<file path="src/rtl/cal_alarm_pkg.sv">
package cal_alarm_pkg;
   localparam int unsigned SLOT_W     = 3;
   localparam int unsigned CLR_SLOT   = 7;
   localparam int unsigned DEF_FIELDS = 6;
   localparam int unsigned DEF_BYTE_W = 8;
   localparam int unsigned DEF_ALARMS = 2;
endpackage

</file>
<file path="src/rtl/cal_field_cmp.sv">
module cal_field_cmp #(
   parameter int unsigned BYTE_W = 8
) (
   input  logic [BYTE_W-1:0] cfg_byte,
   input  logic [BYTE_W-1:0] cur_byte,
   output logic              fld_en,
   output logic              fld_hit
);
   localparam int unsigned VAL_W = BYTE_W - 1;

   logic [BYTE_W-1:0] want;

   always_comb begin
      fld_en  = cfg_byte[BYTE_W-1];
      want    = {1'b0, cfg_byte[VAL_W-1:0]};
      fld_hit = !fld_en || (want == cur_byte);
   end
endmodule

</file>
<file path="src/rtl/cal_alarm_bank.sv">
module cal_alarm_bank
   import cal_alarm_pkg::*;
#(
   parameter int unsigned NUM_FIELDS = DEF_FIELDS,
   parameter int unsigned BYTE_W     = DEF_BYTE_W
) (
   input  logic                         clk,
   input  logic                         rst_n,
   input  logic                         sel_wr,
   input  logic [SLOT_W-1:0]            wr_slot,
   input  logic [BYTE_W-1:0]            wr_data,
   output logic [NUM_FIELDS*BYTE_W-1:0] cfg,
   output logic                         clr_req
);
   for (genvar f = 0; f < NUM_FIELDS; f++) begin : g_fld
      logic [BYTE_W-1:0] byte_q;
      always_ff @(posedge clk or negedge rst_n) begin
         if (!rst_n)
            byte_q <= '0;
         else if (sel_wr && wr_slot == SLOT_W'(f))
            byte_q <= wr_data;
      end
      assign cfg[f*BYTE_W +: BYTE_W] = byte_q;
   end

   assign clr_req = sel_wr && (wr_slot == SLOT_W'(CLR_SLOT)) && wr_data[0];
endmodule

</file>
<file path="src/rtl/cal_alarm_match.sv">
module cal_alarm_match #(
   parameter int unsigned NUM_FIELDS = 6,
   parameter int unsigned BYTE_W     = 8,
   parameter bit          SET_WINS   = 1'b1
) (
   input  logic                         clk,
   input  logic                         rst_n,
   input  logic                         tick,
   input  logic [NUM_FIELDS*BYTE_W-1:0] cfg,
   input  logic [NUM_FIELDS*BYTE_W-1:0] cur_time,
   input  logic                         clr_req,
   output logic                         pulse,
   output logic                         flag
);
   logic [NUM_FIELDS-1:0] en_v;
   logic [NUM_FIELDS-1:0] hit_v;
   logic                  any_en;
   logic                  cmp_now;
   logic                  prev_q;
   logic                  set_now;
   logic                  flag_d;

   for (genvar f = 0; f < NUM_FIELDS; f++) begin : g_cmp
      cal_field_cmp #(.BYTE_W(BYTE_W)) i_cmp (
         .cfg_byte (cfg[f*BYTE_W +: BYTE_W]),
         .cur_byte (cur_time[f*BYTE_W +: BYTE_W]),
         .fld_en   (en_v[f]),
         .fld_hit  (hit_v[f])
      );
   end

   always_comb begin
      any_en  = |en_v;
      cmp_now = any_en && (&hit_v);
      set_now = tick && cmp_now && !prev_q;
   end

   if (SET_WINS) begin : g_set_wins
      assign flag_d = set_now || (flag && !clr_req);
   end else begin : g_clr_wins
      assign flag_d = (set_now || flag) && !clr_req;
   end

   always_ff @(posedge clk or negedge rst_n) begin
      if (!rst_n) begin
         prev_q <= 1'b0;
         pulse  <= 1'b0;
         flag   <= 1'b0;
      end else begin
         if (tick)
            prev_q <= cmp_now;
         pulse <= set_now;
         flag  <= flag_d;
      end
   end

   AST_PULSE_ONE_WIDE: assert property (@(posedge clk) disable iff (!rst_n)
      pulse |=> !pulse);
   AST_PULSE_AFTER_TICK: assert property (@(posedge clk) disable iff (!rst_n)
      pulse |-> $past(tick));
   AST_PULSE_NEEDS_EN: assert property (@(posedge clk) disable iff (!rst_n)
      pulse |-> $past(any_en));
   AST_FLAG_WITH_PULSE: assert property (@(posedge clk) disable iff (!rst_n)
      pulse |-> (flag || $past(clr_req)));
   AST_FLAG_STICKY: assert property (@(posedge clk) disable iff (!rst_n)
      $fell(flag) |-> $past(clr_req));
endmodule

</file>
<file path="src/rtl/cal_alarm_cmp.sv">
module cal_alarm_cmp
   import cal_alarm_pkg::*;
#(
   parameter int unsigned NUM_ALARMS = DEF_ALARMS,
   parameter int unsigned NUM_FIELDS = DEF_FIELDS,
   parameter int unsigned BYTE_W     = DEF_BYTE_W,
   parameter bit          SET_WINS   = 1'b1,
   localparam int unsigned AIDX_W    = (NUM_ALARMS > 1) ? $clog2(NUM_ALARMS) : 1,
   localparam int unsigned ADDR_W    = AIDX_W + SLOT_W,
   localparam int unsigned TIME_W    = NUM_FIELDS * BYTE_W
) (
   input  logic                  clk,
   input  logic                  rst_n,
   input  logic                  wr_en,
   input  logic [ADDR_W-1:0]     wr_addr,
   input  logic [BYTE_W-1:0]     wr_data,
   input  logic                  tick,
   input  logic [TIME_W-1:0]     cur_time,
   output logic [NUM_ALARMS-1:0] match_pulse,
   output logic [NUM_ALARMS-1:0] match_flag
);
   if (NUM_ALARMS < 1) begin : g_bad_alarms
      $error("cal_alarm_cmp: NUM_ALARMS must be at least 1");
   end
   if (NUM_FIELDS < 1 || NUM_FIELDS > CLR_SLOT) begin : g_bad_fields
      $error("cal_alarm_cmp: NUM_FIELDS must lie in 1..7");
   end
   if (BYTE_W < 2) begin : g_bad_width
      $error("cal_alarm_cmp: BYTE_W must be at least 2");
   end

   logic [AIDX_W-1:0] wr_idx;
   logic [SLOT_W-1:0] wr_slot;

   assign wr_idx  = wr_addr[ADDR_W-1:SLOT_W];
   assign wr_slot = wr_addr[SLOT_W-1:0];

   for (genvar a = 0; a < NUM_ALARMS; a++) begin : g_alm
      logic              sel_wr;
      logic [TIME_W-1:0] cfg;
      logic              clr_req;

      assign sel_wr = wr_en && (wr_idx == AIDX_W'(a));

      cal_alarm_bank #(.NUM_FIELDS(NUM_FIELDS), .BYTE_W(BYTE_W)) i_bank (
         .clk     (clk),
         .rst_n   (rst_n),
         .sel_wr  (sel_wr),
         .wr_slot (wr_slot),
         .wr_data (wr_data),
         .cfg     (cfg),
         .clr_req (clr_req)
      );

      cal_alarm_match #(.NUM_FIELDS(NUM_FIELDS), .BYTE_W(BYTE_W),
                        .SET_WINS(SET_WINS)) i_match (
         .clk      (clk),
         .rst_n    (rst_n),
         .tick     (tick),
         .cfg      (cfg),
         .cur_time (cur_time),
         .clr_req  (clr_req),
         .pulse    (match_pulse[a]),
         .flag     (match_flag[a])
      );
   end

   AST_NO_PULSE_IDLE: assert property (@(posedge clk) disable iff (!rst_n)
      !$past(tick) |-> (match_pulse == '0));
   AST_FLAG_SET_FROM_PULSE: assert property (@(posedge clk) disable iff (!rst_n)
      ((match_flag & ~$past(match_flag)) & ~match_pulse) == '0);
endmodule

</file>
<file path="config.mk">
export PLATFORM = sky130hd
export DESIGN_NAME = cal_alarm_cmp
export DESIGN_NICKNAME = d
export VERILOG_FILES = /design/src/rtl/cal_alarm_pkg.sv /design/src/rtl/cal_field_cmp.sv /design/src/rtl/cal_alarm_bank.sv /design/src/rtl/cal_alarm_match.sv /design/src/rtl/cal_alarm_cmp.sv
export SDC_FILE = /design/constraint.sdc
export NUM_CORES = 1
export LEC_CHECK = 0
export BUFFER_PORTS_ARGS = -buffer_cell sky130_fd_sc_hd__clkbuf_2
export CELL_PAD_IN_SITES_DETAIL_PLACEMENT = 1
export CELL_PAD_IN_SITES_GLOBAL_PLACEMENT = 1
export CORE_UTILIZATION = 47
export DETAILED_ROUTE_END_ITERATION = 10
export PLACE_DENSITY = 0.77
export REMOVE_ABC_BUFFERS = 1
export SLEW_MARGIN = 10
export SYNTH_ARGS = -nofsm -noshare
export SYNTH_HDL_FRONTEND = slang
export SYNTH_SLANG_ARGS = --single-unit
</file>
<file path="constraint.sdc">
create_clock -name clk -period 2.1 [get_ports clk]
set_input_delay 0.42 -clock clk [delete_from_list [all_inputs] [get_ports clk]]
set_output_delay 0.42 -clock clk [all_outputs]
set_load 0.05 [all_outputs]
</file>
==> out/results.tsv <==
stage	metric	value	unit
detailed_routing	antenna-violating nets left	0	
die	Die Area	0.01108	mm²
pwr	P per Cell Area	948.5	mW/mm²
clock_network	total clock sinks	102	
setup_path	r2r worst-path depth	5	
logic_synthesis	proportion of synthesized area in mux cells	22.16	%
logic_synthesis	Mapped Area	0.005014	mm²
timing	worst slew pin tran	0.5502	ns
place	DP Wirelength	8799	µm
clock_network	setup bufs post-CTS	0	
setup_path	critical path class	flop to flop	
setup_path	Reg-to-Reg End	g_alm[0].i_match.prev_q	
setup_path	RR Startpoint	g_alm[0].i_bank.g_fld[3].byte_q[5]	
timing	final worst-path cycle share	84.76	%
setup_path	Worst setup EP type	flop	
place	dpl cells	570	
pwr	sequential power share	50.8	%
pwr	combinational share of power	24.2	%
min_path	Worst Hold Class	input pin to async pin	
timing	achievable frequency	561.8	MHz
detailed_routing	via count	3187	
pwr	clock share of power	25.0	%
detailed_routing	final WL	11580	µm
setup_path	crit-path leading delay family	simple AND/OR/NAND/NOR gates	
place	IO Port Bufs	67	
grt	largest net degree at the start of global routing	42	
detailed_routing	drt pass-1 iters	4	
place	Placer Congestion	0.7963	
logic_synthesis	Post-Synth Simple-Gate Area	7.986	%
logic_synthesis	fraction of the mapped netlist area in adder cells	0	%
die	die width	105.3	µm
final_layout	nets	509	
setup_path	Worst setup SP type	flop	
die	Initial Utilization	48.56	%
status	status	finished, final reports clean	
clock_network	H-tree Lvls	3	
clock_network	clk_lat worst skew	0.37	ns
clock_network	CTS tree	yes	
die	# rows	37	
pwr	Pleak	2.506	nW
grt	vias in the first global route	3567	
timing	post-route setup TNS	0	ns
final_layout	# diodes	0	
detailed_routing	vias per cell	5.439	
logic_synthesis	synthesis-stage register bit count	102	
clock_network	CTS Buf Count	9	
clock_network	post-CTS sizing	0	
final_layout	layout cells sized above 1	43.11	%
grt	initial antenna violation count	0	
timing	endpoints failing setup	0	
pwr	switching share of power	28.94	%
pwr	P_sw	1.568	mW
grt	GRT Total Usage	23.15	%
setup_path	max incr delay on CP	0.52	ns
logic_synthesis	ys flop type	dfrtp_1	
pwr	internal power	3.849	mW
clock_network	hold_buf cts	0	
clock_network	CTS max path bufs	2	
detailed_routing	DR WL/cell	19.77	µm
detailed_routing	DRC Markers	0	
logic_synthesis	Seq/Total Area, Yosys	50.91	%
logic_synthesis	asr flop ratio synth	100.0	%
pwr	Worst VDD drop	0.4164	mV
logic_synthesis	Synth top area share	50.91	%
timing	Final Hold Violating Endpoints	0	
logic_synthesis	Post-Syn Area per Cell	13.30	µm²
logic_synthesis	most numerous cell in the Yosys netlist	dfrtp_1	
timing	Final Skew	0.01141	ns
clock_network	Root Driver	clkbuf_8	
logic_synthesis	Distinct cells, synth	30	
grt	first-pass GRT wire length	19040	µm
setup_path	Worst Path Arrival	2.06	ns
detailed_routing	Starting DRT DRC Count	95	
setup_path	crit path buf inv count	0	
timing	slew margin rel.	63.28	%
timing	Slew Viols, Final	0	
logic_synthesis	Syn. warnings	0	
setup_path	reg2reg setup slack	0.32	ns
final_layout	final std cells w/o fill	586	
setup_path	WP data required	2.38	ns
grt	grt total ovfl	0	
logic_synthesis	Post-synth EDFFs	0	
pwr	Design Power	5.416	mW
setup_path	slowest CP cell	or4_1	
logic_synthesis	Post-Synth XOR/XNOR Area	14.67	%
die	boundary pin count	68	
die	core area	0.01032	mm²
timing	Final min period	1.780	ns
run	max cap viols	0	
logic_synthesis	most frequent cells after synthesis	102 x dfrtp_1, 87 x mux2_2, 48 x xnor2_1	
die	Die Ht	105.3	µm
timing	RSZ-0062 raised after global routing	no	
logic_synthesis	Synth Area in Compound Gates	2.346	%
logic_synthesis	largest family of logic cells by synthesized area	multiplexers	
clock_network	clock slew at reported path FFs	0.09	ns
setup_path	crit-path max FO	3	
logic_synthesis	synth top area cells	dfrtp_1 51%, mux2_2 20%, xnor2_1 8.4%, xor2_1 6.3%, mux2_4 2.4%	
final_layout	Util after Layout	55.31	%
logic_synthesis	post-synth top area cell	dfrtp_1	
logic_synthesis	Post-Syn Instances	377	
setup_path	CP Cell Sequence	xor2_1, or4_1, o21ai_1, nand4_1, o22ai_1	
final_layout	Area growth syn-to-layout	13.90	%
[cells by family after synthesis]
group           after synthesis
mux                          96
simple gates                 56
flops                       102
compound gates               20
buf+inv                      19
xor+xnor                     84
[sequential cells by signal, summed over array words and instances (netlist names)]
name and count:
g_alm.i_bank.g_fld.byte_q 96, g_alm.i_match.flag 2, g_alm.i_match.pulse 2, g_alm.i_match.prev_q 2
[through the flow]
stage | hold slack, ns | area, µm² | worst slack, ns
floorplan | 0.1244 | 4928 | 0.5845
global route | 0.03604 | 5710 | 0.2222
finish | 0.007465 | 5710 | 0.3200
detailed placement | 0.4208 | 5494 | 0.1913
CTS | 0.01923 | 5710 | 0.3361
global placement | 0.4177 | 5494 | 0.2408
[cells in the final DEF, fill, tap and decap left out, types with 4 or more instances in the layout]
| master | n |
|---|---|
| dfrtp_1 | 102 |
| mux2_2 | 87 |
| clkbuf_2 | 66 |
| xnor2_1 | 48 |
| xor2_1 | 36 |
| nand4_1 | 16 |
| or4_1 | 13 |
| o21ai_1 | 12 |
| clkbuf_8 | 10 |
| mux2_4 | 8 |
| buf_4 | 6 |
| nor2_1 | 4 |
| nand2_1 | 4 |
| nor2_2 | 4 |
[layout make-up]
type / count / area [µm²]
Clock buffer: 13 / 148.9
Clock inverter: 3 / 67.56
Fill cell: 1079 / 4613
Inverter: 3 / 11.26
Multi-Input combinational cell: 256 / 2365
Sequential cell: 102 / 2552
Tap cell: 136 / 170.2
Timing Repair Buffer: 73 / 395.4
[worst max-delay path by stage]
stage	from	to	slack (ns)	cells after the start
6_report	g_alm[0].i_bank.g_fld[3].byte_q[5]	g_alm[0].i_match.prev_q	0.32	5
5_1_grt	g_alm[0].i_bank.g_fld[4].byte_q[5]	g_alm[0].i_match.flag	0.22	5
4_1_cts	g_alm[0].i_bank.g_fld[3].byte_q[5]	g_alm[0].i_match.prev_q	0.34	5
3_3_place_gp	cur_time[29]	g_alm[0].i_match.flag	0.24	6
2_1_floorplan	cur_time[44]	g_alm[1].i_match.flag	0.58	5
3_5_place_dp	wr_addr[3]	g_alm[1].i_bank.g_fld[1].byte_q[4]	0.19	4
[layer usage]
| layer | track usage, % | vias up | routed length, µm |
|---|---|---|---|
| li1 | - | 1460 | - |
| met5 | 0 | - | 0 |
| met1 | 31.91 | 1649 | 5466 |
| met2 | 36.65 | 64 | 5515 |
| met4 | 9.054 | 0 | 204 |
| met3 | 3.834 | 14 | 396 |
[power by group through the flow]
stage	logic [mW]	clock network, mW	registers (mW)
floorplan	0.866	0	2.78
CTS	1.33	1.39	2.76
detailed placement	1.32	0	2.80
global route	1.44	1.47	2.81
finish	1.31	1.35	2.75
global placement	1.27	0	2.76
Note: power is estimated with default switching activity, not from simulation.
